$ cat src/rtl/ata_bringup_seq.sv
module ata_bringup_seq #(
  parameter logic [31:0] SETTLE_CYC  = 32'd2500,
  parameter logic [31:0] HOLD_CYC    = 32'd100,
  parameter logic [31:0] TIMEOUT_CYC = 32'd2500000000
) (
  input  logic        clk,
  input  logic        rst_n,
  input  logic        start,
  input  logic        drive_sel,
  input  logic        no_aux_ctl,
  input  logic        can_set_modes,
  input  logic        modes_known,
  input  logic        udma_en,
  input  logic        dma_en,
  input  logic        lba_mode,
  input  logic [2:0]  pio_mode,
  input  logic [2:0]  dma_mode,
  input  logic [2:0]  udma_mode,
  input  logic [15:0] geo_cyl,
  input  logic [4:0]  geo_heads,
  input  logic [7:0]  geo_spt,
  input  logic [7:0]  multi_cnt,
  input  logic [7:0]  stat_in,
  input  logic [7:0]  err_in,
  output logic        wr_en,
  output logic [3:0]  wr_addr,
  output logic [7:0]  wr_data,
  output logic        done,
  output logic        ready,
  output logic [1:0]  err_code,
  output logic [2:0]  err_step,
  output logic [7:0]  err_reg
);
  localparam logic [3:0] A_FEAT = 4'd1, A_CNT = 4'd2, A_CYL_L = 4'd4,
                         A_CYL_H = 4'd5, A_DEV = 4'd6, A_CMD = 4'd7, A_AUX = 4'd8;
  localparam logic [2:0] ST_LAST = 3'd6;

  typedef enum logic [3:0] {
    S_IDLE, S_AUX_ON, S_SEL, S_SETTLE, S_ISSUE, S_HOLD, S_POLL, S_AUX_OFF, S_FIN
  } st_t;

  st_t         st;
  logic [31:0] cnt;
  logic [2:0]  step, nxt, idx;
  logic [6:1]  take;
  logic [3:0]  wl_addr;
  logic [7:0]  wl_data;
  logic        wl_last;

  wire [7:0] dev      = 8'hA0 | {3'b000, drive_sel, 4'h0};
  wire [3:0] head_m1  = 4'(geo_heads - 5'd1);
  wire       modes_ok = can_set_modes & modes_known;
  wire [7:0] xfer_byte = udma_en ? (8'h40 | {5'd0, udma_mode}) : (8'h20 | {5'd0, dma_mode});
  wire       dev_rdy  = !stat_in[7] && stat_in[6];

  assign take = {1'b1, multi_cnt != 8'd1, !lba_mode,
                 modes_ok & (udma_en | dma_en), modes_ok, 1'b1};

  always_comb begin
    nxt = ST_LAST;
    for (int k = 5; k >= 1; k--)
      if (3'(k) > step && take[k]) nxt = 3'(k);
  end

  always_comb begin
    wl_addr = A_CMD;
    wl_data = 8'h00;
    wl_last = 1'b0;
    case (step)
      3'd1: case (idx)
        3'd0: begin wl_addr = A_DEV; wl_data = dev; end
        default: begin wl_data = 8'h10; wl_last = 1'b1; end
      endcase
      3'd2, 3'd3: case (idx)
        3'd0: begin wl_addr = A_FEAT; wl_data = 8'h03; end
        3'd1: begin
          wl_addr = A_CNT;
          wl_data = (step == 3'd2) ? (8'h08 | {5'd0, pio_mode}) : xfer_byte;
        end
        3'd2: begin wl_addr = A_DEV; wl_data = dev; end
        default: begin wl_data = 8'hEF; wl_last = 1'b1; end
      endcase
      3'd4: case (idx)
        3'd0: begin wl_addr = A_CNT; wl_data = geo_spt; end
        3'd1: begin wl_addr = A_CYL_L; wl_data = geo_cyl[7:0]; end
        3'd2: begin wl_addr = A_CYL_H; wl_data = geo_cyl[15:8]; end
        3'd3: begin wl_addr = A_DEV; wl_data = dev | {4'h0, head_m1}; end
        default: begin wl_data = 8'h91; wl_last = 1'b1; end
      endcase
      default: case (idx)
        3'd0: begin wl_addr = A_CNT; wl_data = multi_cnt; end
        3'd1: begin wl_addr = A_DEV; wl_data = dev; end
        default: begin wl_data = 8'hC6; wl_last = 1'b1; end
      endcase
    endcase
  end

  always_comb begin
    wr_en = 1'b0;
    wr_addr = 4'd0;
    wr_data = 8'h00;
    case (st)
      S_AUX_ON:  if (!no_aux_ctl) begin wr_en = 1'b1; wr_addr = A_AUX; wr_data = 8'h0A; end
      S_SEL:     begin wr_en = 1'b1; wr_addr = A_DEV; wr_data = dev; end
      S_ISSUE:   begin wr_en = 1'b1; wr_addr = wl_addr; wr_data = wl_data; end
      S_AUX_OFF: if (!no_aux_ctl) begin wr_en = 1'b1; wr_addr = A_AUX; wr_data = 8'h08; end
      default: ;
    endcase
  end

  assign done = (st == S_FIN);

  always_ff @(posedge clk) begin
    if (!rst_n) begin
      st <= S_IDLE;
      cnt <= '0;
      step <= '0;
      idx <= '0;
      ready <= 1'b0;
      err_code <= 2'd0;
      err_step <= 3'd0;
      err_reg <= 8'h00;
    end else begin
      case (st)
        S_IDLE: if (start) begin
          if (ready) st <= S_FIN;
          else begin
            err_code <= 2'd0;
            err_step <= 3'd0;
            err_reg <= 8'h00;
            step <= 3'd0;
            st <= S_AUX_ON;
          end
        end
        S_AUX_ON: st <= S_SEL;
        S_SEL: begin cnt <= '0; st <= S_SETTLE; end
        S_SETTLE, S_HOLD:
          if (cnt == SETTLE_CYC - 32'd1 && st == S_SETTLE || cnt == HOLD_CYC - 32'd1 && st == S_HOLD) begin
            cnt <= '0;
            st <= S_POLL;
          end else cnt <= cnt + 32'd1;
        S_ISSUE:
          if (wl_last) begin cnt <= '0; st <= S_HOLD; end
          else idx <= idx + 3'd1;
        S_POLL:
          if (dev_rdy) begin
            cnt <= '0;
            if (step != 3'd0 && stat_in[5]) begin
              err_code <= 2'd3; err_step <= step; st <= S_AUX_OFF;
            end else if (step != 3'd0 && stat_in[0]) begin
              err_code <= 2'd2; err_step <= step; err_reg <= err_in; st <= S_AUX_OFF;
            end else if (nxt == ST_LAST) st <= S_AUX_OFF;
            else begin step <= nxt; idx <= 3'd0; st <= S_ISSUE; end
          end else if (cnt == TIMEOUT_CYC - 32'd1) begin
            err_code <= 2'd1; err_step <= step; st <= S_AUX_OFF;
          end else cnt <= cnt + 32'd1;
        S_AUX_OFF: begin ready <= (err_code == 2'd0); st <= S_FIN; end
        default: st <= S_IDLE;
      endcase
    end
  end
endmodule

$ cat config.mk
export PLATFORM = sky130hd
export DESIGN_NAME = ata_bringup_seq
export DESIGN_NICKNAME = d
export VERILOG_FILES = /design/src/rtl/ata_bringup_seq.sv
export SDC_FILE = /design/constraint.sdc
export NUM_CORES = 1
export LEC_CHECK = 0
export ABC_AREA = 1
export BUFFER_PORTS_ARGS = -buffer_cell sky130_fd_sc_hd__buf_2
export CAP_MARGIN = 20
export CORE_ASPECT_RATIO = 1.25
export CORE_MARGIN = 2
export CORE_UTILIZATION = 35
export CTS_BUF_LIST = sky130_fd_sc_hd__clkbuf_8
export DETAILED_ROUTE_END_ITERATION = 6
export GPL_TIMING_DRIVEN = 0
export SLEW_MARGIN = 20
export SYNTH_ARGS = -nofsm -noshare
export SYNTH_HDL_FRONTEND = slang
export SYNTH_SLANG_ARGS = --single-unit
$ cat constraint.sdc
create_clock -name clk -period 2.4 [get_ports clk]
set_input_delay 0.12 -clock clk [delete_from_list [all_inputs] [get_ports clk]]
set_output_delay 0.12 -clock clk [all_outputs]
set_load 0.02 [all_outputs]
* Word level (Yosys, flattened, before mapping)
Cells that the tools add are included.
Cells by class: bitwise operators 4, equal/unequal tests 33, multiplexer cells 75, add/sub/neg operators 3, $lt $le $gt $ge 5, reductions and logical operators 32
Operators by type and width (count):
- $mux W32 | 4
- $pmux W32 S4 | 1
- $pmux W8 S4 | 2
- $mux W3 | 18
- $mux W8 | 6
- $pmux W8 S3 | 2
- $mux W4 | 9
- $add A32 B1 Y32 const B | 1
- $eq A32 B12 Y1 const B | 1
- $eq A32 B32 Y1 const B | 1
- $eq A32 B7 Y1 const B | 1
- $pmux W8 S2 | 2
- $pmux W4 S7 | 1
- $pmux W3 S2 | 4
- $pmux W4 S3 | 2
- $mux W2 | 11
- $ne A2 B2 Y1 const B | 10
- $eq A4 B3 Y1 const B | 4
- $mux W7 | 2
- $eq A3 B2 Y1 const B | 4
- $pmux W3 S4 | 1
- $reduce_and A6 Y1 | 2
- $reduce_or A2 Y1 | 5
- $logic_and A1 B1 Y1 | 9
- other kinds (35) | 49
Word-level totals: bits of input ports 72, logic and storage cells 160, output and inout port bits 28, bits in registers 56

* Logic depth before layout (Yosys ltp)
Gate-level depths: netlist of the first run.
word-level depth 13, gate-level depth with buffers 14, depth with buffers taken out 13

* Least setup slack after synthesis of the first run
OpenSTA, ideal clock, no wires.
path kind register -> output, from reg idx[0], to out wr_data[3], stages on the path, launching flop included 12, arrival 1.860 ns, required time 2.280 ns, buffers on the path 0, slack 0.420 ns, path through dfxtp_1 -> inv_1 -> ha_1 -> nand2_1 -> clkinv_1 -> nor2_1 -> nand2_1 -> inv_1 -> a21oi_1 -> nand2_1 -> a21oi_1 -> o21ai_0
Between the ends: word-level cells in the longest chain between the ends 4, elaborated cells between the ends (all ways) 9, classes of those cells eq/ne (3); mux (5); reduce/logical (1)
RTL lines:
- start: declaration | RTL line 44 | logic [2:0] step, nxt, idx;
- start signal: assignment | RTL line 144 | else idx <= idx + 3'd1;
- $eq A3 B2 Y1 (tied with other cells) | RTL line 83 | 3'd4: case (idx)
- $pmux W8 S4 (tied with other cells) | RTL line 83
- $pmux W8 S3 (*) | RTL line 69 | case (step)
- $pmux W8 S4 (*) | RTL line 102 | case (st)
- end: declaration | RTL line 27 | output logic [7:0] wr_data,
Mark *: on every way between the ends. The rest lies on a longest branch, timed or not.

* Final worst setup path of the first run
from reg step[1], to out wr_data[4]
Between the ends: word-level cells in the longest chain between the ends 5, elaborated cells between the ends (all ways) 9, classes of those cells eq/ne (4); mux (4); reduce/logical (1)
RTL lines:
- start: declaration | RTL line 44
- start signal: assignment | RTL line 117 | step <= '0;
- start signal: assignment | RTL line 131 | step <= 3'd0;
- start signal: assignment | RTL line 153 | else begin step <= nxt; idx <= 3'd0; st <= S_ISSUE; end
- $eq A3 B2 Y1 | RTL line 69, 78
- $mux W7 | RTL line 78 | wl_data = (step == 3'd2) ? (8'h08 | {5'd0, pio_mode}) : xfer_byte;
- $pmux W8 S3 | RTL line 74 | 3'd2, 3'd3: case (idx)
- $pmux W8 S3 (*) | RTL line 69
- $pmux W8 S4 (*) | RTL line 102
Marks and branches as above.

==> flow_summary.json, run 1 <==
{
  "status": "finished clean",
  "rows": 46,
  "rsz0062_at_grt": "false",
  "vdd_ir_drop_max_v": 0.0003200,
  "path_class": "reg2out",
  "arrival_ps": 2110,
  "synth_largest_area_cell": "dfxtp_1",
  "skew_ps": 12.26,
  "drv_slew": 0,
  "worst_r2r_path_depth": 8,
  "htree_levels": 2,
  "drc_errors": 0,
  "period_share": 0.9291,
  "numClockSinks": 56,
  "synth_seq_cells": 56,
  "required_ps": 2280,
  "die_w_um": 106.8,
  "ant_nets": 0,
  "worstSetupStartpointType": "register",
  "grt_pass1_wl_mm": 25.25,
  "first_global_vias": 5170,
  "critPathCaptureType": "output port",
  "ys_seq_area_frac": 0.2426,
  "synth_commonest_cells": "281 x nand2_1, 118 x nor2_1, 92 x inv_1",
  "io_pins": 100,
  "drtIter0Drc": 446,
  "grt_max_degree": 20,
  "dr.pass1.iters": 5,
  "coreArea_um2": 12780,
  "clkTransAtPathRegs_ps": 120,
  "async_flop_share": 0,
  "slew_headroom": 0.5197,
  "finalHoldViolCount": 0,
  "ys_types": 40,
  "r2r-end": "cnt[21]",
  "setup_violations": 0,
  "dp_hpwl_mm": 12.33,
  "tightest_slew_ps": 720.5,
  "place_congestion": 0.9676,
  "antenna_found_initial": 0,
  "max_freq_ghz": 0.4484,
  "worstSetupStartpoint": "step[1]",
  "diodes": 0,
  "crit_path_max_fanout": 6,
  "die_h_um": 132.5,
  "grt_use_total": 0.2199,
  "layout_min_cycle_time_ps": 2230,
  "power.density_nw_per_um2": 536.0,
  "synth_flop_cell": "dfxtp_1",
  "drt_wl_total_mm": 15.88,
  "avgRoutedWirePerCell_um": 14.40,
  "endpoint": "wr_data[4]",
  "dr_total_vias": 5566,
  "drive_above_1_share": 0.1711,
  "tns_ps": 0,
  "cts_inserted_buffers": 5,
  "synth-edff-count": 0,
  "hp-class": "in2reg",
  "worstReg2RegStart": "cnt[2]",
  "syn_nets": 909,
  "start_util": 0.3617,
  "largest_register_ffs": 32,
  "die-area_um2": 14150,
  "clock_path_buffers": 2,
  "clkLatencyLatePin_ps": 330,
  "yosysMostFrequentCell": "nand2_1",
  "synth_area_leaders": "dfxtp_1 24%, nand2_1 23%, nor2_1 9.6%, inv_1 7.5%, nand3_1 7.1%",
  "p_leak_nw": 2.446,
  "root_buffer": "clkbuf_8",
  "syn_inst": 830,
  "area_growth_pct": 18.90,
  "cts_tree": "built",
  "overflow": 0,
  "viasPerCell": 5.046,
  "worst_slack_ps": 170.1,
  "nFillCells": 1510,
  "netlist_area_um2": 4622,
  "yosys_warnings": 0,
  "io_buffer_count": 94,
  "nets": 1013,
  "pre_cts_ws_ps": -215.0,
  "syn_avg_cell_area_um2": 5.569,
  "synth_top_area_share": 0.2426,
  "drv_cap": 0,
  "cts_hold_buf": 0,
  "rrSetupSlack_ps": 170
}
## routing by layer
layer,share of wire,vias up,routed length (µm),global-route usage
met2,0.49,163,7862,0.4084
met1,0.43,2514,6877,0.2641
met3,0.051,25,803,0.02562
met5,0,-,0,0
met4,0.021,0,339,0.05844
li1,-,2864,-,-
## power breakdown
group | internal, mW | leakage (nW) | switching, mW
clock | 0.215 | 0.0463 | 0.357
sequential | 0.969 | 0.454 | 0.0499
combinational | 0.420 | 1.95 | 0.934
total | 1.60 | 2.45 | 1.34
## through the flow
stage          total power, mW    util  std cells  cell area [µm²]  hold WS (ps)
2_1_floorplan            1.912       -        830             4622         244.0
3_3_place_gp             2.332  0.4150       1092             5303         389.0
3_5_place_dp             2.325  0.4150       1092             5303         398.8
4_1_cts                  2.905  0.4242       1100             5420         33.44
5_1_grt                  3.135  0.4301       1103             5495         44.35
6_report                 2.946  0.4301       1103             5495         42.26
## cells in the final DEF (no fill, tap or decap), types with 3 or more instances in the layout
cell | Yosys | routed
nor3_1 | 10 | 10
dfxtp_1 | 56 | 52
o31ai_1 | 3 | 3
clkbuf_1 | 9 | 9
buf_4 | 2 | 4
xor2_1 | 7 | 7
nand4_1 | 14 | 14
nor2_1 | 118 | 114
ha_1 | 7 | 5
dfxtp_2 | 0 | 3
inv_2 | 8 | 9
inv_1 | 92 | 91
buf_2 | 5 | 98
o211ai_1 | 3 | 3
nand2_2 | 6 | 7
nand2_1 | 281 | 279
clkbuf_8 | 0 | 5
nor2_4 | 3 | 6
nor2_2 | 5 | 7
nand3b_1 | 11 | 11
a21oi_1 | 53 | 53
nand3_1 | 66 | 66
o21ai_1 | 9 | 10
nand3_2 | 3 | 3
o21ai_0 | 25 | 24
a31oi_1 | 11 | 11
## worst min-delay path by stage
stage,from,endpoint,cells past startpoint
2_1_floorplan,rst_n,err_code[0],2
3_3_place_gp,err_in[0],err_reg[0],3
3_5_place_dp,err_in[0],err_reg[0],3
4_1_cts,err_in[0],err_reg[0],3
5_1_grt,err_in[3],err_reg[3],3
6_report,err_in[2],err_reg[2],3
## worst max-delay path, stage by stage, from the launching register on
cell,delay (ps)
dfxtp_1,470
nor2_1,90
nand2_1,190
inv_1,60
nand2_1,110
inv_1,70
o21ai_0,130
nand3_1,130
o21ai_0,190
o21ai_0,150
buf_2,190
## cell type report
| cell class | instances | area (µm²) | area share |
|---|---|---|---|
| Clock inverter | 3 | 27.53 | 0.005009 |
| Tap cell | 168 | 210.2 | 0.03825 |
| Inverter | 105 | 404.1 | 0.07354 |
| Timing Repair Buffer | 96 | 485.5 | 0.08834 |
| Clock buffer | 5 | 68.82 | 0.01252 |
| Sequential cell | 56 | 1129 | 0.2054 |
| Buffer | 17 | 87.58 | 0.01594 |
| Multi-Input combinational cell | 653 | 3083 | 0.5610 |
## logic make-up (layout without fill, tap and decap cells)
family                   after synthesis  in the layout  share of synthesized area
AND/OR/NAND/NOR                      525            526                     0.4865
buffers and inverters                122            226                     0.1037
flip-flops                            56             56                     0.2426
adder cells (fa/ha/maj)                7              7                    0.01895
AO/OA/AOI/OAI                        113            113                     0.1351
XOR/XNOR                               7              7                    0.01327
## what timing repair did
item                                    in CTS  in global routing
endpoints found under the setup margin      43                 48
setup buffers                                0                  2
hold endpoints to repair                     0                  0
pin swaps                                    0                  3
gates cloned                                 0                  1
resized for setup                            9                 19
No activity file was read; power rests on OpenSTA's default activity.
==> run 2, diff against run 1 <==
- CORE_UTILIZATION: 35 -> 57
- PLACE_DENSITY: default -> 0.83
==> run 2 against run 1 <==
Clock power decreased by 1%. Largest power group unchanged. Fmax is 2.6% lower. First-iteration DRC count down 20%.
==> flow_summary.json, run 2 (synthesis gave the netlist of run 1 again) <==
{
  "tightest_slew_ps": 667.4,
  "required_ps": 2280,
  "coreArea_um2": 7838,
  "drc_errors": 0,
  "avgRoutedWirePerCell_um": 15.49,
  "die_h_um": 104.7,
  "grt_max_degree": 20,
  "power.density_nw_per_um2": 550.6,
  "finalHoldViolCount": 0,
  "die-area_um2": 8849,
  "drv_cap": 0,
  "vdd_ir_drop_max_v": 0.0005048,
  "cts_tree": "built",
  "fin_area_um2": 5383,
  "dr_total_vias": 5937,
  "setup_violations": 0,
  "slowest_stage": "dfxtp_2",
  "area_growth_pct": 16.46,
  "place_congestion": 0.9873,
  "clkTransAtPathRegs_ps": 110,
  "grt_pass1_wl_mm": 25.59,
  "numClockSinks": 56,
  "clock_path_buffers": 2,
  "place_area_um2": 5211,
  "max_freq_ghz": 0.4367,
  "hp-class": "in2reg",
  "io_pins": 100,
  "cts_hold_buf": 0,
  "rsz0062_at_grt": "true",
  "viasPerCell": 5.775,
  "crit_path_max_fanout": 7,
  "ant_nets": 0,
  "register_area_um2": 1125,
  "critPathCaptureType": "output port",
  "diodes": 0,
  "first_global_vias": 5633,
  "p_leak_nw": 2.437,
  "slew_headroom": 0.5551,
  "start_util": 0.5897,
  "grt_use_total": 0.3522,
  "worstSetupStartpointType": "register",
  "status": "finished clean",
  "drtIter0Drc": 359,
  "clkLatencyLatePin_ps": 330,
  "drive_above_1_share": 0.1693,
  "arrival_ps": 2170,
  "multiInputGateArea_um2": 3083,
  "dp_hpwl_mm": 12.36,
  "slowest_delay_ps": 400,
  "io_buffer_count": 94,
  "layout_min_cycle_time_ps": 2290,
  "path_class": "reg2out",
  "period_share": 0.9542,
  "skew_ps": 11.67,
  "nets": 1011,
  "final_common_cell": "nand2_1",
  "rows": 36,
  "layout_common_cells": "279 x nand2_1, 114 x nor2_1, 98 x buf_2",
  "nFillCells": 764,
  "path_cells": "inv_1 > ha_1 > nand2_2 > nand2_2 > nor2_2 > nand2_1 > inv_1 > a21oi_1 > nand2_1 > a21oi_1 > o21ai_0 > buf_2",
  "antenna_found_initial": 0,
  "drv_slew": 0,
  "root_buffer": "clkbuf_8",
  "die_w_um": 84.54,
  "final_core_util": 0.6868,
  "hold_ws_ps": 35.81,
  "overflow": 0,
  "dr.pass1.iters": 5,
  "cts_inserted_buffers": 5,
  "htree_levels": 2,
  "drt_wl_total_mm": 15.92,
  "largest_register_ffs": 32
}
==> run 2: cell count changes in the layout (fill, tap and decap cells not counted) <==
cell	before	now
buf_4	4	2
clkinv_4	2	1
dfxtp_1	52	53
dfxtp_4	1	0
inv_4	2	3
nor2_2	7	8
nor2_4	6	5
nor3b_1	1	2
nor3b_2	1	0
nor4_1	1	0
nor4_2	0	1
o21ai_0	24	23
o21ai_2	0	1
==> run 2: area by class of cell <==
type | count | area share
buffer | 17 | 0.01627
timing repair buffer | 94 | 0.08740
tap | 95 | 0.02208
clock buffer | 5 | 0.01278
multi-input combinational | 653 | 0.5728
sequential | 56 | 0.2090
clock inverter | 3 | 0.005114
inverter | 105 | 0.07462
==> run 2: repair_timing <==
| action | CTS | global route |
|---|---|---|
| endpoints found under the setup margin | 42 | 42 |
| resized for setup | 9 | 18 |
| hold endpoints to repair | 0 | 0 |
| cloned | 0 | 1 |
| setup buffers | 0 | 0 |
| pin swaps | 0 | 1 |
==> run 2: critical path, delay by kind of cell (launching register included) <==
| family | cells | cell delay, ps |
|---|---|---|
| AOI/OAI and AO/OA | 3 | 250 |
| adders and majority gates | 1 | 200 |
| buffers and inverters | 3 | 380 |
| DFF | 1 | 400 |
| and+or+nand+nor | 5 | 600 |
==> run 2: path summary, 6_finish.rpt <==
path	start	end	slack [ps]	depth (start not counted)
worst max-delay path	idx[0]	wr_data[3]	110	12
worst min-delay path	err_in[3]	err_reg[3]	40	3
worst max register to register	cnt[0]	cnt[5]	120	11
worst min register to register	err_step[2]	err_step[2]	470	2
==> run 2: power by group <==
group	switching (mW)	leakage, nW	internal [mW]
logic	0.959	1.94	0.415
registers	0.0536	0.453	0.969
clock network	0.351	0.0463	0.215
total	1.36	2.44	1.60
==> run 2: stage by stage <==
stage               setup TNS [ps]  setup WS, ps  std cells  total power [mW]
floorplan                        0         420.0        830             1.912
global placement             -1615        -187.9       1019             2.296
detailed placement           -2506        -235.2       1019             2.333
CTS                              0         27.88       1027             2.898
global route                -24.74        -23.24       1028             3.116
finish                           0         109.9       1028             2.964
==> run 2: metal layers <==
| metal | part of all wire | up-vias | track usage |
|---|---|---|---|
| met5 | 0 | - | 0 |
| met3 | 0.077 | 86 | 0.03791 |
| met1 | 0.36 | 2658 | 0.3885 |
| met4 | 0.069 | 0 | 0.2063 |
| met2 | 0.49 | 318 | 0.6395 |
| li1 | - | 2875 | - |
